===== src/rtl/mpu_region_pkg.sv =====
package mpu_region_pkg;

    typedef enum logic [1:0] {
        KIND_READ  = 2'd0,
        KIND_WRITE = 2'd1,
        KIND_FETCH = 2'd2,
        KIND_RSVD  = 2'd3
    } acc_kind_e;

    typedef struct packed {
        logic no_access;
        logic read_only;
        logic priv_only;
        logic exec_never;
    } rgn_attr_t;

endpackage


===== src/rtl/mpu_hit_prio.sv =====
// Highest-index-first priority over region hits, one-hot result.
module mpu_hit_prio #(
    parameter int NUM_REGIONS = 8
) (
    input  logic [NUM_REGIONS-1:0] hit,
    output logic [NUM_REGIONS-1:0] win,
    output logic                   any_hit
);
    // above[i] is set when some region with index greater than i hits
    logic [NUM_REGIONS-1:0] above;

    assign above[NUM_REGIONS-1] = 1'b0;

    generate
        for (genvar i = NUM_REGIONS - 2; i >= 0; i--) begin : g_chain
            assign above[i] = above[i+1] | hit[i+1];
        end
        for (genvar i = 0; i < NUM_REGIONS; i++) begin : g_win
            assign win[i] = hit[i] & ~above[i];
        end
    endgenerate

    assign any_hit = |hit;
endmodule


===== src/rtl/mpu_attr_select.sv =====
// AND-OR selection of the winning region's attribute bits.
module mpu_attr_select
    import mpu_region_pkg::*;
#(
    parameter int NUM_REGIONS = 8
) (
    input  logic [NUM_REGIONS-1:0] win,
    input  logic [NUM_REGIONS-1:0] no_access,
    input  logic [NUM_REGIONS-1:0] read_only,
    input  logic [NUM_REGIONS-1:0] priv_only,
    input  logic [NUM_REGIONS-1:0] exec_never,
    output rgn_attr_t              attr
);
    rgn_attr_t masked [NUM_REGIONS];

    generate
        for (genvar i = 0; i < NUM_REGIONS; i++) begin : g_mask
            assign masked[i].no_access  = win[i] & no_access[i];
            assign masked[i].read_only  = win[i] & read_only[i];
            assign masked[i].priv_only  = win[i] & priv_only[i];
            assign masked[i].exec_never = win[i] & exec_never[i];
        end
    endgenerate

    always_comb begin
        attr = '0;
        for (int i = 0; i < NUM_REGIONS; i++) begin
            attr = attr | masked[i];
        end
    end
endmodule


===== src/rtl/mpu_perm_eval.sv =====
// Independent permission axes applied to the selected attributes.
module mpu_perm_eval
    import mpu_region_pkg::*;
(
    input  logic       any_hit,
    input  rgn_attr_t  attr,
    input  logic [1:0] kind,
    input  logic       priv,
    input  logic       bg_enable,
    output logic       deny
);
    acc_kind_e kind_e;
    logic      deny_region;
    logic      deny_backgr;
    logic      deny_kind;

    assign kind_e = acc_kind_e'(kind);

    always_comb begin
        deny_region = 1'b0;
        if (attr.no_access) begin
            deny_region = 1'b1;
        end
        if (attr.priv_only && !priv) begin
            deny_region = 1'b1;
        end
        if (attr.read_only && kind_e == KIND_WRITE) begin
            deny_region = 1'b1;
        end
        if (attr.exec_never && kind_e == KIND_FETCH) begin
            deny_region = 1'b1;
        end
    end

    assign deny_backgr = !(priv && bg_enable);
    assign deny_kind   = (kind_e == KIND_RSVD);
    assign deny        = deny_kind | (any_hit ? deny_region : deny_backgr);
endmodule


===== src/rtl/mpu_region_arbiter.sv =====
module mpu_region_arbiter
    import mpu_region_pkg::*;
#(
    parameter int NUM_REGIONS = 8,
    parameter int ADDR_W      = 32
) (
    input  logic                   clk,
    input  logic                   rst_n,
    input  logic                   acc_valid,
    input  logic [ADDR_W-1:0]      acc_addr,
    input  logic [1:0]             acc_kind,
    input  logic                   acc_priv,
    input  logic                   bg_enable,
    input  logic [NUM_REGIONS-1:0] rgn_hit,
    input  logic [NUM_REGIONS-1:0] rgn_no_access,
    input  logic [NUM_REGIONS-1:0] rgn_read_only,
    input  logic [NUM_REGIONS-1:0] rgn_priv_only,
    input  logic [NUM_REGIONS-1:0] rgn_exec_never,
    input  logic                   fault_clr,
    output logic                   access_fault,
    output logic [ADDR_W-1:0]      fault_addr,
    output logic                   fault_addr_valid
);
    typedef struct packed {
        logic              fault;
        logic              cap_vld;
        logic [ADDR_W-1:0] cap_addr;
    } state_t;

    state_t st_d, st_q;

    logic [NUM_REGIONS-1:0] win;
    logic                   any_hit;
    rgn_attr_t              win_attr;
    logic                   deny;
    logic                   new_fault;

    mpu_hit_prio #(.NUM_REGIONS(NUM_REGIONS)) u_prio (
        .hit     (rgn_hit),
        .win     (win),
        .any_hit (any_hit)
    );

    mpu_attr_select #(.NUM_REGIONS(NUM_REGIONS)) u_sel (
        .win        (win),
        .no_access  (rgn_no_access),
        .read_only  (rgn_read_only),
        .priv_only  (rgn_priv_only),
        .exec_never (rgn_exec_never),
        .attr       (win_attr)
    );

    mpu_perm_eval u_perm (
        .any_hit   (any_hit),
        .attr      (win_attr),
        .kind      (acc_kind),
        .priv      (acc_priv),
        .bg_enable (bg_enable),
        .deny      (deny)
    );

    assign new_fault = acc_valid & deny;

    always_comb begin
        st_d       = st_q;
        st_d.fault = new_fault;
        if (fault_clr) begin
            st_d.cap_vld = 1'b0;
        end
        if (new_fault && !st_d.cap_vld) begin
            st_d.cap_vld  = 1'b1;
            st_d.cap_addr = acc_addr;
        end
    end

    always_ff @(posedge clk) begin
        if (!rst_n) begin
            st_q <= '0;
        end else begin
            st_q <= st_d;
        end
    end

    assign access_fault     = st_q.fault;
    assign fault_addr       = st_q.cap_addr;
    assign fault_addr_valid = st_q.cap_vld;
endmodule


===== config.mk =====
export PLATFORM = sky130hd
export DESIGN_NAME = mpu_region_arbiter
export DESIGN_NICKNAME = d
export VERILOG_FILES = /design/src/rtl/mpu_region_pkg.sv /design/src/rtl/mpu_hit_prio.sv /design/src/rtl/mpu_attr_select.sv /design/src/rtl/mpu_perm_eval.sv /design/src/rtl/mpu_region_arbiter.sv
export SDC_FILE = /design/constraint.sdc
export NUM_CORES = 1
export LEC_CHECK = 0
export BUFFER_PORTS_ARGS = -buffer_cell sky130_fd_sc_hd__buf_2
export CORE_ASPECT_RATIO = 0.6
export CORE_UTILIZATION = 50
export CTS_CLUSTER_DIAMETER = 80
export DETAILED_ROUTE_END_ITERATION = 8
export PLACE_DENSITY_LB_ADDON = 0.12
export SLEW_MARGIN = 20
export SYNTH_ARGS = -nofsm -noshare
export SYNTH_HDL_FRONTEND = slang
export SYNTH_SLANG_ARGS = --single-unit

===== constraint.sdc =====
create_clock -name clk -period 4.1 [get_ports clk]
set_input_delay 0.205 -clock clk [delete_from_list [all_inputs] [get_ports clk]]
set_output_delay 0.205 -clock clk [all_outputs]
set_load 0.03 [all_outputs]

==> impl_metrics.csv <==
group,metric,value,unit
route,ant_nets,0,
setup_path,cp-end-kind,"flip-flop",
route,routed_wirelength,6.440,mm
timing,rsz0062_at_grt,"false",
synthesis,post-synth-top-count-cell,"a21oi_1",
route,viasPerCell,5.719,
setup_path,crit_start,"rgn_hit[7]",
clock_tree,cts_tree,"done",
timing,fin_crit_sh,67.01,%
cells_and_area,final_area,0.003002,mm2
clock_tree,cts_setup_buffers,0,
setup_path,r2r-end,"fault_addr[31]$_SDFFE_PN0P_",
route,drt-initial-drc-count,194,
setup_path,worst-setup-path-type,"in2reg",
floorplan,fp.dieW,91.25,um
timing,finalSetupTns,0,ps
setup_path,cp.arrival,2880,ps
floorplan,rows,19,
synthesis,synth_area_leader_cell,"dfxtp_1",
synthesis,avgSynthCellArea,7.539,um2
clock_tree,post_cts_resized,0,
floorplan,initial_core_util,52.09,%
timing,whs,167.2,ps
floorplan,io_pins,114,
run,drv_cap,0,
clock_tree,cts_buffers,5,
synthesis,syn_inst,317,
power,total_power,0.0009389,W
route,via_count,2671,
cells_and_area,n_antenna_cell,0,
placed_design,placed_cell_area,0.002902,mm2
route,drt-wirelength-per-cell,13.79,um
placed_design,dp_hpwl,4.385,mm
min_path,hold_depth,3,
setup_path,cp.required,4230,ps
synthesis,synth_async_sr_flop_share,0,%
global_route,grt_pass1_vias,2414,
timing,timing.fmax,364.0,MHz
setup_path,cp-start-kind,"input port",
synthesis,yosysTopAreaCellShare,28.48,%
cells_and_area,final_nets,483,
floorplan,die_h,55.55,um
outcome,outcome,"completed",
cells_and_area,drive_gt1_share,39.60,%
global_route,grt_pass1_wl,10.92,mm
power,p_leak,1.264,nW
synthesis,synth_common_cells,"39 x a21oi_1, 38 x nand2_1, 37 x nor2b_1",
route,route.detailed.drc,0,
power,power_density,312.8,mW/mm2
synthesis,syn-cell-area,0.002390,mm2
cells_and_area,area_delta_synth_final,25.60,%
setup_path,r2r_cells,5,
clock_tree,cts_buffer_depth,2,
power,ir_worst_vdd,175.8,uV
synthesis,yosysUniqueCellTypes,35,
clock_tree,cts_hold_buf,0,
min_path,hold_class,"in2reg",
synthesis,ys_ff_latch,34,
clock_tree,path_clk_slew,70,ps
clock_tree,insertion_delay,290,ps
clock_tree,root_buffer,"clkbuf_8",
clock_tree,htreeDepth,2,
timing,slew_headroom,36.68,%
timing,hold_viol_final,0,
clock_tree,clock_sinks,34,
setup_path,r2r-start,"fault_addr_valid$_SDFF_PN0_",
floorplan,dieArea,0.005069,mm2
setup_path,cp_max_fo,34,
synthesis,syn-num-nets,397,
timing,skew,6.194,ps
synthesis,synth-main-ff-cell,"dfxtp_1",
placed_design,numPortBuffers,113,
timing,worstMarginPinSlew,949.8,ps
setup_path,rrSetupSlack,2610,ps
global_route,grt_max_degree,67,
synthesis,synth.yosys.seq_area_share,28.48,%
synthesis,yosys_warnings,0,
timing,setup_viol,0,
cells_and_area,nFillCells,419,
setup_path,endpoint,"fault_addr[23]$_SDFFE_PN0P_",
timing,fin_crit,2747,ps
synthesis,synth_edf_count,0,
global_route,grt_overflow,0,
global_route,grtUsageTotal,26.43,%
placed_design,gp_congestion,0.9197,
route,firstDrtPassIters,4,
timing,slew_viol_final,0,
global_route,antenna_found_initial,0,
synthesis,synth_area_leaders,"dfxtp_1 28%, o21ai_2 10%, nor2b_1 9.7%",
floorplan,core,0.004588,mm2
[worst min path at each step]
stage / slack [ps] / startpoint / to
4_1_cts: 160 / acc_addr[11] / fault_addr[11]$_SDFFE_PN0P_
3_3_place_gp: 470 / acc_addr[20] / fault_addr[20]$_SDFFE_PN0P_
3_5_place_dp: 470 / acc_addr[11] / fault_addr[11]$_SDFFE_PN0P_
6_report: 170 / acc_addr[1] / fault_addr[1]$_SDFFE_PN0P_
2_1_floorplan: 360 / acc_addr[20] / fault_addr[20]$_SDFFE_PN0P_
5_1_grt: 170 / acc_addr[11] / fault_addr[11]$_SDFFE_PN0P_
[metal layers]
layer  vias up  global-route usage [%]  share of wire [%]
met5         -                       0                  0
met4         0                   7.483                1.1
met3        11                   6.061                8.4
met2       115                   42.21                 44
met1      1184                   35.88                 46
li1       1361                       -                  -
[cell usage in the layout (no fill, tap or decap), drive strengths merged, types with 3 or more instances in the layout]
| cell type | synthesis | layout |
|---|---|---|
| buf | 7 | 116 |
| inv | 3 | 3 |
| a31oi | 33 | 33 |
| clkbuf | 30 | 6 |
| a32o | 3 | 3 |
| nand4 | 32 | 32 |
| a21oi | 39 | 39 |
| dfxtp | 34 | 34 |
| nor2b | 37 | 37 |
| o21ai | 33 | 33 |
| a2111oi | 5 | 5 |
| nand3b | 6 | 6 |
| nand2 | 38 | 38 |
[sequential cells by signal, indices dropped and copies added, names as in the netlist]
signal,flops
access_fault,1
fault_addr,32
fault_addr_valid,1
[where the power goes]
| part | internal [W] | leakage [nW] | switching, W |
|---|---|---|---|
| Combinational | 0.000102 | 0.937 | 0.000199 |
| Clock | 0.000135 | 0.0472 | 0.000128 |
| Sequential | 0.000361 | 0.280 | 0.0000152 |
[metrics by stage]
stage                     util, %  cells  setup WS, ps
after floorplan                 -    317          2033
after global placement      63.24    459          1105
after detailed placement    63.24    459          1057
after CTS                   65.31    467          1358
after global routing        65.42    467          1161
final                       65.42    467          1353
[logic make-up after synthesis]
logic type / synth area share [%]
flops: 28.48
compound gates: 33.87
buf+inv: 7.905
simple gates: 29.74
[final cells by class]
class / instances / area [um2] / share of cell area [%]
clock buffers: 6 / 82.58 / 2.751
clock inverters: 2 / 12.51 / 0.4168
inverters: 3 / 11.26 / 0.3752
multi-input cells: 243 / 1543 / 51.40
flip-flops and latches: 34 / 680.7 / 22.68
well taps: 63 / 78.83 / 2.626
repair buffers: 116 / 593.1 / 19.76
[critical path: stages]
cell,delay [ps]
buf_2,190
nor4_1,140
a32o_1,270
a2111oi_0,460
o32a_4,490
and3_2,890
o21ai_0,210
No activity file was read; power rests on OpenSTA's default activity.
